File: src/rtl/lp_req_pkg.sv
package lp_req_pkg;

   typedef enum logic [1:0] {
      LVL_00 = 2'b00,
      LVL_01 = 2'b01,
      LVL_10 = 2'b10,
      LVL_11 = 2'b11
   } lp_lvl_e;

   typedef enum logic [3:0] {
      SQ_WAIT   = 4'd0,
      SQ_STOP   = 4'd1,
      SQ_HS_A   = 4'd2,
      SQ_HS_RUN = 4'd3,
      SQ_P_A    = 4'd4,
      SQ_P_B    = 4'd5,
      SQ_ESC_C  = 4'd6,
      SQ_TRN_C  = 4'd7,
      SQ_ESC    = 4'd8,
      SQ_ESC_X  = 4'd9
   } seq_st_e;

   typedef struct packed {
      logic hs;
      logic esc;
      logic trn;
      logic err;
      logic esc_exit;
   } req_pulse_t;

endpackage

File: src/rtl/lp_line_sync.sv
module lp_line_sync #(
   parameter int STAGES = 2,
   parameter int LINES  = 2
) (
   input  logic             clk,
   input  logic             rst_n,
   input  logic [LINES-1:0] d_i,
   output logic [LINES-1:0] q_o
);

   for (genvar l = 0; l < LINES; l++) begin : g_line
      logic [STAGES-1:0] chain_q;
      always_ff @(posedge clk or negedge rst_n) begin
         if (!rst_n) chain_q <= '0;
         else        chain_q <= {chain_q[STAGES-2:0], d_i[l]};
      end
      assign q_o[l] = chain_q[STAGES-1];
   end

endmodule

File: src/rtl/lp_dwell_filter.sv
module lp_dwell_filter #(
   parameter int DWELL = 4
) (
   input  logic       clk,
   input  logic       rst_n,
   input  logic [1:0] sample_i,
   output logic [1:0] level_o,
   output logic       change_o
);

   logic [1:0] conf_q;
   logic       chg_q;

   if (DWELL == 1) begin : g_direct
      always_ff @(posedge clk or negedge rst_n) begin
         if (!rst_n) begin
            conf_q <= 2'b00;
            chg_q  <= 1'b0;
         end else begin
            conf_q <= sample_i;
            chg_q  <= (sample_i != conf_q);
         end
      end
   end else begin : g_count
      localparam int CNT_W = $clog2(DWELL + 1);
      localparam logic [CNT_W-1:0] RUN_MAX = CNT_W'(DWELL);

      logic [1:0]       cand_q;
      logic [CNT_W-1:0] run_q;
      logic [CNT_W-1:0] run_d;
      logic             settle;

      always_comb begin
         if (sample_i != cand_q)  run_d = CNT_W'(1);
         else if (run_q != RUN_MAX) run_d = run_q + 1'b1;
         else                      run_d = run_q;
      end

      assign settle = (run_d == RUN_MAX);

      always_ff @(posedge clk or negedge rst_n) begin
         if (!rst_n) begin
            cand_q <= 2'b00;
            run_q  <= '0;
            conf_q <= 2'b00;
            chg_q  <= 1'b0;
         end else begin
            cand_q <= sample_i;
            run_q  <= run_d;
            chg_q  <= settle && (sample_i != conf_q);
            if (settle) conf_q <= sample_i;
         end
      end
   end

   assign level_o  = conf_q;
   assign change_o = chg_q;

endmodule

File: src/rtl/lp_seq_fsm.sv
module lp_seq_fsm
   import lp_req_pkg::*;
(
   input  logic       clk,
   input  logic       rst_n,
   input  logic [1:0] level_i,
   input  logic       change_i,
   output req_pulse_t pulse_o,
   output logic       stop_o,
   output logic       in_esc_o
);

   seq_st_e    st_q, st_d;
   req_pulse_t pls_q, pls_d;
   lp_lvl_e    lvl;

   assign lvl = lp_lvl_e'(level_i);

   always_comb begin
      st_d  = st_q;
      pls_d = '0;
      if (change_i) begin
         unique case (st_q)
            SQ_WAIT: begin
               if (lvl == LVL_11) st_d = SQ_STOP;
            end
            SQ_STOP: begin
               if (lvl == LVL_01)      st_d = SQ_HS_A;
               else if (lvl == LVL_10) st_d = SQ_P_A;
               else                    pls_d.err = 1'b1;
            end
            SQ_HS_A: begin
               if (lvl == LVL_00) begin
                  st_d     = SQ_HS_RUN;
                  pls_d.hs = 1'b1;
               end else pls_d.err = 1'b1;
            end
            SQ_HS_RUN: begin
               if (lvl == LVL_11) st_d = SQ_STOP;
            end
            SQ_P_A: begin
               if (lvl == LVL_00) st_d = SQ_P_B;
               else               pls_d.err = 1'b1;
            end
            SQ_P_B: begin
               if (lvl == LVL_01)      st_d = SQ_ESC_C;
               else if (lvl == LVL_10) st_d = SQ_TRN_C;
               else                    pls_d.err = 1'b1;
            end
            SQ_ESC_C: begin
               if (lvl == LVL_00) begin
                  st_d      = SQ_ESC;
                  pls_d.esc = 1'b1;
               end else pls_d.err = 1'b1;
            end
            SQ_TRN_C: begin
               if (lvl == LVL_00) begin
                  st_d      = SQ_WAIT;
                  pls_d.trn = 1'b1;
               end else pls_d.err = 1'b1;
            end
            SQ_ESC: begin
               if (lvl == LVL_10) st_d = SQ_ESC_X;
            end
            SQ_ESC_X: begin
               if (lvl == LVL_11) begin
                  st_d           = SQ_STOP;
                  pls_d.esc_exit = 1'b1;
               end else st_d = SQ_ESC;
            end
            default: st_d = SQ_WAIT;
         endcase
         if (pls_d.err) st_d = (lvl == LVL_11) ? SQ_STOP : SQ_WAIT;
      end
   end

   always_ff @(posedge clk or negedge rst_n) begin
      if (!rst_n) begin
         st_q  <= SQ_WAIT;
         pls_q <= '0;
      end else begin
         st_q  <= st_d;
         pls_q <= pls_d;
      end
   end

   assign pulse_o  = pls_q;
   assign stop_o   = (st_q == SQ_STOP);
   assign in_esc_o = (st_q == SQ_ESC) || (st_q == SQ_ESC_X);

endmodule

File: src/rtl/lp_req_decoder.sv
module lp_req_decoder
   import lp_req_pkg::*;
#(
   parameter int SYNC_STAGES  = 2,
   parameter int DWELL_CYCLES = 4
) (
   input  logic clk,
   input  logic rst_n,
   input  logic lane_dp_i,
   input  logic lane_dn_i,
   output logic hs_req_o,
   output logic esc_req_o,
   output logic trn_req_o,
   output logic seq_err_o,
   output logic esc_exit_o,
   output logic stop_o,
   output logic in_esc_o
);

   localparam int LINES = 2;

   if (SYNC_STAGES < 2) begin : g_bad_sync
      $error("SYNC_STAGES must be at least 2");
   end
   if (DWELL_CYCLES < 1) begin : g_bad_dwell
      $error("DWELL_CYCLES must be at least 1");
   end

   logic [LINES-1:0] synced;
   logic [1:0]       level;
   logic             change;
   req_pulse_t       pulses;

   lp_line_sync #(
      .STAGES (SYNC_STAGES),
      .LINES  (LINES)
   ) u_sync (
      .clk   (clk),
      .rst_n (rst_n),
      .d_i   ({lane_dp_i, lane_dn_i}),
      .q_o   (synced)
   );

   lp_dwell_filter #(
      .DWELL (DWELL_CYCLES)
   ) u_filt (
      .clk      (clk),
      .rst_n    (rst_n),
      .sample_i (synced),
      .level_o  (level),
      .change_o (change)
   );

   lp_seq_fsm u_fsm (
      .clk      (clk),
      .rst_n    (rst_n),
      .level_i  (level),
      .change_i (change),
      .pulse_o  (pulses),
      .stop_o   (stop_o),
      .in_esc_o (in_esc_o)
   );

   assign hs_req_o   = pulses.hs;
   assign esc_req_o  = pulses.esc;
   assign trn_req_o  = pulses.trn;
   assign seq_err_o  = pulses.err;
   assign esc_exit_o = pulses.esc_exit;

endmodule

File: config.mk
export PLATFORM = sky130hd
export DESIGN_NAME = lp_req_decoder
export DESIGN_NICKNAME = d
export VERILOG_FILES = /design/src/rtl/lp_req_pkg.sv /design/src/rtl/lp_line_sync.sv /design/src/rtl/lp_dwell_filter.sv /design/src/rtl/lp_seq_fsm.sv /design/src/rtl/lp_req_decoder.sv
export SDC_FILE = /design/constraint.sdc
export NUM_CORES = 1
export LEC_CHECK = 0
export ABC_AREA = 0
export BUFFER_PORTS_ARGS = -buffer_cell sky130_fd_sc_hd__buf_2
export CORE_ASPECT_RATIO = 0.7
export CORE_MARGIN = 2
export CORE_UTILIZATION = 55
export DETAILED_ROUTE_END_ITERATION = 10
export GPL_TIMING_DRIVEN = 1
export PLACE_DENSITY = 0.75
export SLEW_MARGIN = 20
export SYNTH_ARGS = -nofsm -noshare
export SYNTH_HDL_FRONTEND = slang
export SYNTH_SLANG_ARGS = --single-unit
File: constraint.sdc
create_clock -name clk -period 2.6 [get_ports clk]
set_input_delay 0.13 -clock clk [delete_from_list [all_inputs] [get_ports clk]]
set_output_delay 0.13 -clock clk [all_outputs]
set_load 0.05 [all_outputs]
==> flow_summary.toml <==
[run_status]
status = "finished, final reports clean"

[floorplan]
core.rowCount = 13
start_util_pct = 59.8
die_width_um = 58.4
coreArea_um2 = 1900
die_area_um2 = 2450
pin_count = 11
die_h_um = 42.0

[placed_design]
place_area_um2 = 1200
gp_congestion = 0.912
dp_hpwl_um = 1530
io_buffers = 10

[layout]
syn_to_final_growth_pct = 10.6
fillers = 153
fin_area_um2 = 1260
fin_nets = 134
final_util_pct = 66.1
antenna_cells = 0
drive_gt1_share_pct = 20.3

[global_routing]
grt_usage_pct = 17.3
grt_max_degree = 22
grt_overflow = 0
grt_pass1_vias = 717
grt_pass1_wl_um = 3170
antenna_found_initial = 0

[power]
peakVddDrop_mv = 0.514
p_total_w = 0.000747
power_density_nw_per_um2 = 594
p_leak_nw = 0.581

[route]
vias = 821
wl_um = 2100
drc = 0
vias_per_cell = 5.66
wl_per_cell_um = 14.5
ant_nets = 0
first_pass_iters = 4
first_iter_violations = 35

[clock_tree]
cts_hold_buf = 3
path_clk_slew_ps = 110
cts_sinks = 21
ctsResizeCount = 0
postCtsSetupBuffers = 0
clock_latency_ps = 290
cts_buffers = 3
ctsLongestPathBuffers = 2
htreeDepth = 1
cts_tree = "yes"
cts_root_buf = "clkbuf_4"

[timing]
worstMarginPinSlew_ps = 467
max_freq_ghz = 0.540
tns_ps = 0
clock_skew_ps = 1.92
final_hold_viol_count = 0
whs_ps = 295
fin_crit_ps = 1850
slew_violations = 0
slew_headroom_pct = 68.9
period_share_pct = 71.3
grt_setup_unrepaired = "false"
setup_violations = 0

[synthesis]
syn_avg_cell_area_um2 = 10.4
synthesis.area_um2 = 1140
yosys_warnings = 0
yosysUniqueCellTypes = 35
async_flop_share_pct = 100
ys_seq_area_share_pct = 46.2
synth_common_cells = "dfrtp_1, inv_1, nor2_1"
yosysMostFrequentCell = "dfrtp_1"
synth.top_cells.by_area = "dfrtp_1, ha_1, xnor2_1"
synth_ff_type = "dfrtp_1"
synth_edf_count = 0
syn_nets = 119
postSynthCellCount = 109
synth-seq-cells = 21
synth_top_area_share_pct = 46.2
yosys.area.top_type = "dfrtp_1"

[setup_path]
worstSetupPathType = "reg -> reg"
start_kind = "register"
crit_path_end_kind = "register"
reg2reg_to = "u_fsm.st_q[0]"
cp-startpoint = "u_filt.level_o[0]"
worst-path-max-fanout = 5
reg2reg_depth = 6
crit_arrival_ps = 2040
r2r_start = "u_filt.level_o[0]"
crit_required_ps = 2790
ff2ff_setup_slack_ps = 750
crit_path_end = "u_fsm.st_q[0]"

[run]
drv_cap = 0

[hold_path]
hp-class = "in -> async"
-- worst max-delay path, cell delays in order (launching register included) --
cell and delay (ps):
dfrtp_1 450, inv_1 90, ha_1 330, nor3_2 260
a21oi_4 90, a21oi_4 210, mux2_4 320
-- kinds of logic (layout without fill, tap and decap cells) --
kind of cell             count (synthesis)  after routing  share of synthesized area (%)
flip-flops                              21             21                           46.2
XOR/XNOR                                 5              5                           3.85
AO/OA/AOI/OAI                           25             25                           16.1
multiplexers                             6              6                           6.38
AND/OR/NAND/NOR                         32             32                           15.3
adder cells (fa/ha/maj)                  7              7                           7.59
buffers and inverters                   13             27                           4.62
-- state kept, by name, indices dropped and copies added (netlist names) --
signal / count
u_filt.g_count.cand_q: 2
u_filt.level_o: 2
u_filt.g_count.run_q: 3
u_fsm.pulse_o: 5
u_fsm.st_q: 4
u_sync.g_line.chain_q: 4
u_filt.change_o: 1
-- per-layer routing --
| metal | global-route usage (%) | vias up | share of wire, % |
|---|---|---|---|
| met5 | 0 | - | 0 |
| met3 | 5.56 | 2 | 7.1 |
| li1 | - | 406 | - |
| met2 | 25.4 | 33 | 43 |
| met1 | 25.3 | 380 | 50 |
| met4 | 2.79 | 0 | 0.62 |
-- layout make-up --
class                   instances  area [um2]  area share [%]
repair buffers                 13        80.1            6.37
inverters                      10        37.5            2.99
clock inverters                 1        5.00           0.398
clock buffers                   3        22.5            1.79
flip-flops and latches         21         526            41.8
well taps                      22        27.5            2.19
multi-input cells              75         559            44.5
-- how the worst min path moves through the flow --
stage,from,end,slack [ps],depth (start not counted)
after global routing,rst_n,u_fsm.pulse_o[2],330,2
final,rst_n,u_filt.g_count.run_q[2],290,2
after CTS,rst_n,u_filt.g_count.run_q[2],300,2
after detailed placement,rst_n,u_filt.g_count.run_q[2],100,1
after floorplan,rst_n,u_filt.change_o,-170,0
after global placement,rst_n,u_filt.g_count.run_q[2],110,1
-- stage by stage --
step	setup slack [ps]	std cells
5_1_grt	656	145
6_report	747	145
2_1_floorplan	385	109
3_3_place_gp	811	138
3_5_place_dp	766	138
4_1_cts	746	145
-- where the power goes --
group | switching, W | internal [W]
clock | 0.0000934 | 0.0000572
combinational | 0.000123 | 0.0000889
sequential | 0.0000331 | 0.000351
-- cells in the final DEF, fill, tap and decap left out, drive strengths merged, types with 2 or more instances in the layout --
master,netlist,final
a21oi,7,7
buf,3,10
clkbuf,0,3
dfrtp,21,21
dlygate4sd3,0,3
ha,6,6
inv,10,10
mux2,4,4
mux2i,2,2
nand2,5,5
nand2b,5,5
nand3b,2,2
nor2,8,8
nor3,3,3
nor3b,2,2
nor4,3,3
o21ai,6,6
o22ai,4,4
o31ai,2,2
xnor2,5,5
(Power assumes the default switching activity.)
